[src/rtl/msi_pkg.sv]
package msi_pkg;

    typedef enum logic [1:0] {
        ST_I = 2'b00,
        ST_S = 2'b01,
        ST_M = 2'b10
    } lstate_t;

    typedef enum logic [1:0] {
        CMD_NONE = 2'b00,
        CMD_RD   = 2'b01,
        CMD_RDX  = 2'b10,
        CMD_WB   = 2'b11
    } bcmd_t;

    typedef struct packed {
        lstate_t nxt;
        logic    flush;
        logic    touch;
    } snp_resp_t;

    // Reaction of a resident line to a command seen on the bus.
    function automatic snp_resp_t snoop_react(lstate_t cur, bcmd_t cmd);
        snp_resp_t r;
        r.nxt   = cur;
        r.flush = 1'b0;
        r.touch = 1'b0;
        case (cur)
            ST_M: begin
                if (cmd == CMD_RD) begin
                    r.nxt = ST_S; r.flush = 1'b1; r.touch = 1'b1;
                end else if (cmd == CMD_RDX) begin
                    r.nxt = ST_I; r.flush = 1'b1; r.touch = 1'b1;
                end
            end
            ST_S: begin
                if (cmd == CMD_RDX) begin
                    r.nxt = ST_I; r.touch = 1'b1;
                end
            end
            default: ;
        endcase
        return r;
    endfunction

    function automatic lstate_t fill_state(logic is_write);
        return is_write ? ST_M : ST_S;
    endfunction

endpackage

[src/rtl/msi_tag_store.sv]
module msi_tag_store
    import msi_pkg::*;
#(
    parameter int IDX_W = 3,
    parameter int TAG_W = 13
) (
    input  logic             clk,
    input  logic             rst,
    input  logic [IDX_W-1:0] a_idx,
    output logic [TAG_W-1:0] a_tag,
    output lstate_t          a_st,
    input  logic [IDX_W-1:0] b_idx,
    output logic [TAG_W-1:0] b_tag,
    output lstate_t          b_st,
    input  logic             wa_en,
    input  logic [IDX_W-1:0] wa_idx,
    input  logic [TAG_W-1:0] wa_tag,
    input  lstate_t          wa_st,
    input  logic             wb_en,
    input  logic [IDX_W-1:0] wb_idx,
    input  logic [TAG_W-1:0] wb_tag,
    input  lstate_t          wb_st
);
    localparam int LINES = 1 << IDX_W;

    logic [TAG_W-1:0] tags [LINES];
    lstate_t          sts  [LINES];

    for (genvar i = 0; i < LINES; i++) begin : g_line
        always_ff @(posedge clk) begin
            if (rst) begin
                tags[i] <= '0;
                sts[i]  <= ST_I;
            end else if (wa_en && wa_idx == IDX_W'(i)) begin
                tags[i] <= wa_tag;
                sts[i]  <= wa_st;
            end else if (wb_en && wb_idx == IDX_W'(i)) begin
                tags[i] <= wb_tag;
                sts[i]  <= wb_st;
            end
        end
    end

    assign a_tag = tags[a_idx];
    assign a_st  = sts[a_idx];
    assign b_tag = tags[b_idx];
    assign b_st  = sts[b_idx];

endmodule

[src/rtl/msi_snoop_unit.sv]
module msi_snoop_unit
    import msi_pkg::*;
#(
    parameter int TAG_W = 13
) (
    input  logic             snp_valid,
    input  bcmd_t            snp_cmd,
    input  logic [TAG_W-1:0] snp_tag,
    input  logic [TAG_W-1:0] lk_tag,
    input  lstate_t          lk_st,
    output logic             flush,
    output logic             wr_en,
    output lstate_t          wr_st
);
    logic      hit;
    snp_resp_t resp;

    always_comb begin
        hit   = snp_valid && (lk_st != ST_I) && (lk_tag == snp_tag);
        resp  = snoop_react(lk_st, snp_cmd);
        flush = hit && resp.flush;
        wr_en = hit && resp.touch;
        wr_st = resp.nxt;
    end

endmodule

[src/rtl/msi_req_unit.sv]
module msi_req_unit
    import msi_pkg::*;
#(
    parameter int TAG_W = 13
) (
    input  logic             req_valid,
    input  logic             req_write,
    input  logic [TAG_W-1:0] req_tag,
    input  logic             collide,
    input  logic             grant,
    input  logic [TAG_W-1:0] lk_tag,
    input  lstate_t          lk_st,
    output logic             ready,
    output logic             bus_valid,
    output bcmd_t            bus_cmd,
    output logic             bus_upg,
    output logic [TAG_W-1:0] bus_tag,
    output logic             wr_en,
    output logic [TAG_W-1:0] wr_tag,
    output lstate_t          wr_st
);
    logic tag_match, hit, go;

    always_comb begin
        tag_match = (lk_st != ST_I) && (lk_tag == req_tag);
        hit       = tag_match && (!req_write || lk_st == ST_M);
        go        = req_valid && !collide;

        ready     = 1'b0;
        bus_valid = 1'b0;
        bus_cmd   = CMD_NONE;
        bus_upg   = 1'b0;
        bus_tag   = req_tag;
        wr_en     = 1'b0;
        wr_tag    = req_tag;
        wr_st     = ST_I;

        if (go) begin
            if (hit) begin
                ready = 1'b1;
            end else if (!tag_match && lk_st == ST_M) begin
                // dirty victim leaves first
                bus_valid = 1'b1;
                bus_cmd   = CMD_WB;
                bus_tag   = lk_tag;
                wr_en     = grant;
                wr_tag    = lk_tag;
                wr_st     = ST_I;
            end else begin
                bus_valid = 1'b1;
                bus_cmd   = req_write ? CMD_RDX : CMD_RD;
                bus_upg   = req_write && tag_match;
                wr_en     = grant;
                wr_st     = fill_state(req_write);
                ready     = grant;
            end
        end
    end

endmodule

[src/rtl/msi_snoop_ctrl.sv]
module msi_snoop_ctrl
    import msi_pkg::*;
#(
    parameter int ADDR_W = 16,
    parameter int IDX_W  = 3
) (
    input  logic              clk,
    input  logic              rst,
    input  logic              cpu_req_valid,
    input  logic              cpu_req_write,
    input  logic [ADDR_W-1:0] cpu_req_addr,
    output logic              cpu_ready,
    output logic              bus_req_valid,
    output logic [1:0]        bus_req_cmd,
    output logic              bus_req_upg,
    output logic [ADDR_W-1:0] bus_req_addr,
    input  logic              bus_grant,
    input  logic              snp_valid,
    input  logic [1:0]        snp_cmd,
    input  logic [ADDR_W-1:0] snp_addr,
    output logic              snp_flush
);
    localparam int TAG_W = ADDR_W - IDX_W;

    logic [IDX_W-1:0] req_idx, snp_idx;
    logic [TAG_W-1:0] req_tag, snp_tag;
    logic [TAG_W-1:0] lr_tag, ls_tag;
    lstate_t          lr_st, ls_st;

    logic             s_wr_en;
    lstate_t          s_wr_st;
    logic             r_wr_en;
    logic [TAG_W-1:0] r_wr_tag;
    lstate_t          r_wr_st;
    bcmd_t            r_cmd;
    logic [TAG_W-1:0] r_bus_tag;
    logic             collide;

    assign req_idx = cpu_req_addr[IDX_W-1:0];
    assign req_tag = cpu_req_addr[ADDR_W-1:IDX_W];
    assign snp_idx = snp_addr[IDX_W-1:0];
    assign snp_tag = snp_addr[ADDR_W-1:IDX_W];
    assign collide = snp_valid && (snp_idx == req_idx);

    msi_tag_store #(.IDX_W(IDX_W), .TAG_W(TAG_W)) u_store (
        .clk    (clk),
        .rst    (rst),
        .a_idx  (snp_idx),
        .a_tag  (ls_tag),
        .a_st   (ls_st),
        .b_idx  (req_idx),
        .b_tag  (lr_tag),
        .b_st   (lr_st),
        .wa_en  (s_wr_en),
        .wa_idx (snp_idx),
        .wa_tag (ls_tag),
        .wa_st  (s_wr_st),
        .wb_en  (r_wr_en),
        .wb_idx (req_idx),
        .wb_tag (r_wr_tag),
        .wb_st  (r_wr_st)
    );

    msi_snoop_unit #(.TAG_W(TAG_W)) u_snoop (
        .snp_valid (snp_valid),
        .snp_cmd   (bcmd_t'(snp_cmd)),
        .snp_tag   (snp_tag),
        .lk_tag    (ls_tag),
        .lk_st     (ls_st),
        .flush     (snp_flush),
        .wr_en     (s_wr_en),
        .wr_st     (s_wr_st)
    );

    msi_req_unit #(.TAG_W(TAG_W)) u_req (
        .req_valid (cpu_req_valid),
        .req_write (cpu_req_write),
        .req_tag   (req_tag),
        .collide   (collide),
        .grant     (bus_grant),
        .lk_tag    (lr_tag),
        .lk_st     (lr_st),
        .ready     (cpu_ready),
        .bus_valid (bus_req_valid),
        .bus_cmd   (r_cmd),
        .bus_upg   (bus_req_upg),
        .bus_tag   (r_bus_tag),
        .wr_en     (r_wr_en),
        .wr_tag    (r_wr_tag),
        .wr_st     (r_wr_st)
    );

    assign bus_req_cmd  = r_cmd;
    assign bus_req_addr = {r_bus_tag, req_idx};

endmodule

[config.mk]
export PLATFORM = sky130hd
export DESIGN_NAME = msi_snoop_ctrl
export DESIGN_NICKNAME = d
export VERILOG_FILES = /design/src/rtl/msi_pkg.sv /design/src/rtl/msi_tag_store.sv /design/src/rtl/msi_snoop_unit.sv /design/src/rtl/msi_req_unit.sv /design/src/rtl/msi_snoop_ctrl.sv
export SDC_FILE = /design/constraint.sdc
export NUM_CORES = 1
export LEC_CHECK = 0
export BUFFER_PORTS_ARGS = -buffer_cell sky130_fd_sc_hd__buf_4
export CELL_PAD_IN_SITES_DETAIL_PLACEMENT = 2
export CELL_PAD_IN_SITES_GLOBAL_PLACEMENT = 2
export CORE_ASPECT_RATIO = 0.8
export CORE_MARGIN = 8
export CORE_UTILIZATION = 42
export CTS_CLUSTER_DIAMETER = 30
export DETAILED_ROUTE_END_ITERATION = 8
export PLACE_DENSITY = 0.81
export SLEW_MARGIN = 20
export SYNTH_ARGS = -nofsm -noshare
export SYNTH_HDL_FRONTEND = slang
export SYNTH_SLANG_ARGS = --single-unit
export TNS_END_PERCENT = 5
[constraint.sdc]
create_clock -name clk -period 4.3 [get_ports clk]
set_input_delay 0.215 -clock clk [delete_from_list [all_inputs] [get_ports clk]]
set_output_delay 0.215 -clock clk [all_outputs]
set_load 0.02 [all_outputs]
==> flow_metrics.py <==
metrics = {
    "setup_path": {
        "worst-endpoint-required_ns": 4.09,
        "slowest_stage": "mux2i_2",
        "worstPathMaxFanout": 9,
        "cp_cell_sequence": "mux2_2 > o22ai_1 > a211oi_2 > xnor2_1 > nand4_1 > nor4_4 > buf_4 > nor3_4 > buf_4 > mux2i_2 > inv_1 > buf_4",
        "critical_path.max_stage_delay_ns": 0.52,
        "start_kind": "register",
        "path_class": "reg -> out",
        "arrival_ns": 4.03,
        "crit_top_cell": "buf_4",
        "end_kind": "output pin",
    },
    "final_layout": {
        "drive_gt1_share_pct": 30.3,
        "fill_cells": 1893,
        "diodes": 0,
        "layout_common_cells": "132 x buf_4, 125 x o22ai_1, 120 x edfxtp_1",
        "num-nets-final": 822,
        "fin_util_pct": 51.8,
        "fin_area_mm2": 0.00980,
        "area_growth_pct": 21.2,
        "final_common_cell": "buf_4",
    },
    "clocking": {
        "clock_latency_ns": 0.45,
        "clockBufferDepth": 2,
        "ctsHtreeMaxLevel": 4,
        "cts_hold_buf": 0,
        "clkSinkCount": 120,
        "path_clk_slew_ns": 0.06,
        "ctsResizeCount": 0,
        "postCtsSetupRepairBufs": 0,
        "cts_tree": "done",
        "cts_made_buffers": 17,
        "cts_root_buffer": "clkbuf_16",
    },
    "grt": {
        "grt_pass1_wl_um": 57800,
        "grt_pass1_vias": 8191,
        "grt.total_usage_pct": 33.5,
        "antenna_found_initial": 1,
        "gr-total-overflow": 0,
        "grt_max_degree": 42,
    },
    "run": {
        "cap_violations": 0,
    },
    "die": {
        "die_w_um": 171,
        "initial_core_util_pct": 42.8,
        "io_pins": 62,
        "die_h_um": 140,
        "core_area_mm2": 0.0189,
        "die-area_mm2": 0.0240,
        "num_rows": 45,
    },
    "sta": {
        "hold_slack_ns": 0.303,
        "rsz0062_at_grt": "true",
        "setup_ws_ns": 0.0533,
        "setup_viol": 0,
        "hold_violations": 0,
        "period_needed_ns": 4.25,
        "skew_ns": 0.0134,
        "fmax_mhz": 235,
        "worstMarginPinSlew_ns": 0.877,
        "drv_slew": 0,
        "finalCritPeriodShare_pct": 98.8,
        "slew_headroom_pct": 40.9,
    },
    "synthesis": {
        "netlist_instances": 678,
        "yosysSeqAreaShare_pct": 44.6,
        "yosysWarnings": 0,
        "synthArstFlopShare_pct": 0,
        "syn_nets": 723,
        "synthDistinctLibCells": 80,
        "synthFlopType": "edfxtp_1",
        "synth_area_per_cell_um2": 11.9,
        "netlist_area_mm2": 0.00809,
        "ys_ff_latch": 120,
        "synth_edf_count": 120,
    },
    "power_and_ir_drop": {
        "irDropWorstVdd_v": 0.000267,
        "p_leak_nw": 3.68,
        "powerDensity_mw_per_mm2": 392,
        "total_power_mw": 3.84,
    },
    "route": {
        "drt-total-wl_um": 39700,
        "wire_per_inst_um": 37.9,
        "num_vias": 7645,
        "drc": 0,
        "antenna_left": 0,
        "dr.pass1.iters": 5,
        "vias_per_cell": 7.29,
        "drt-initial-drc-count": 1094,
    },
    "outcome": {
        "status": "finished, final reports clean",
    },
    "place": {
        "portBuffers": 61,
        "placed_cell_area_mm2": 0.00914,
        "routabilityCongestion": 0.915,
        "pre_cts_slack_ns": 0.166,
        "place_hpwl_um": 25700,
    },
    "worst_hold_path": {
        "hold_path.class": "in -> reg",
    },
}
registers in the layout (all words and copies together) (netlist names):
name / cells
u_store.sts: 16
u_store.tags: 104
cell usage after synthesis, drive strengths merged, types with 8 or more instances:
master  number  area (um^2)
nor2        15         75.1
mux4        17          383
o21ai        8         43.8
nand3       19          178
inv         25         93.8
xnor2       16          140
a22o         8         70.1
mux2        10          116
nor2b        8         50.1
a21oi       18          101
xor2         8         70.1
edfxtp     120         3600
nand2       25         93.8
nand2b       8         50.1
o22ai      126          795
buf         49          333
clkbuf       8         30.0
nor3        14         86.3
mux2i       77          860
stage by stage:
stage,setup TNS [ns],std cells
global route,-0.0365,1048
finish,0,1048
global placement,0,1016
detailed placement,0,1016
floorplan,0,678
CTS,0,1048
path summary, 6_finish.rpt:
| kind | start | end | slack, ns | cells past startpoint |
|---|---|---|---|---|
| max | u_store.tags[6][5]$_DFFE_PP_ | bus_req_addr[10] | 0.05 | 12 |
| max reg2reg | u_store.tags[2][7]$_DFFE_PP_ | u_store.tags[3][6]$_DFFE_PP_ | 0.27 | 10 |
| min reg2reg | u_store.tags[4][8]$_SDFFCE_PN0P_ | u_store.tags[7][8]$_DFFE_PP_ | 0.94 | 3 |
| min | cpu_req_addr[12] | u_store.tags[1][9]$_DFFE_PP_ | 0.30 | 3 |
layer usage:
layer / GRT usage, % / vias to the layer above / part of all wire, %
li1: - / 2956 / -
met1: 41.8 / 3902 / 37
met2: 52.6 / 630 / 46
met3: 7.44 / 157 / 11
met4: 19.2 / 0 / 5.6
met5: 0 / - / 0
area by class of cell:
cell class	instances	area (um^2)	share of cell area (%)
multi-input cells	475	4030	41.1
flip-flops and latches	120	3600	36.8
repair buffers	137	1090	11.1
clock buffers	19	433	4.42
well taps	258	323	3.29
clock inverters	13	226	2.31
inverters	26	98.8	1.01
power breakdown:
| part | total (mW) | internal (mW) | switching, mW |
|---|---|---|---|
| clock network | 1.70 | 1.08 | 0.617 |
| logic | 0.769 | 0.278 | 0.490 |
| registers | 1.37 | 1.34 | 0.0361 |
| total | 3.84 | 2.70 | 1.14 |
kinds of logic after synthesis:
kind of cell    synth area share (%)
flops                           44.6
compound gates                  18.2
fa+ha+maj                      0.774
mux                             16.8
buf+inv                         5.71
simple gates                    11.4
xor+xnor                        2.60
critical path: cells and delay by family (launching register included):
kind	cells	cell delay, ns
AND/OR/NAND/NOR	3	0.86
XOR/XNOR	1	0.42
buffers and inverters	4	0.71
AO/OA/AOI/OAI	2	0.33
multiplexers	2	0.82
flip-flops	1	0.43
Power figures use the tool's default switching activity.
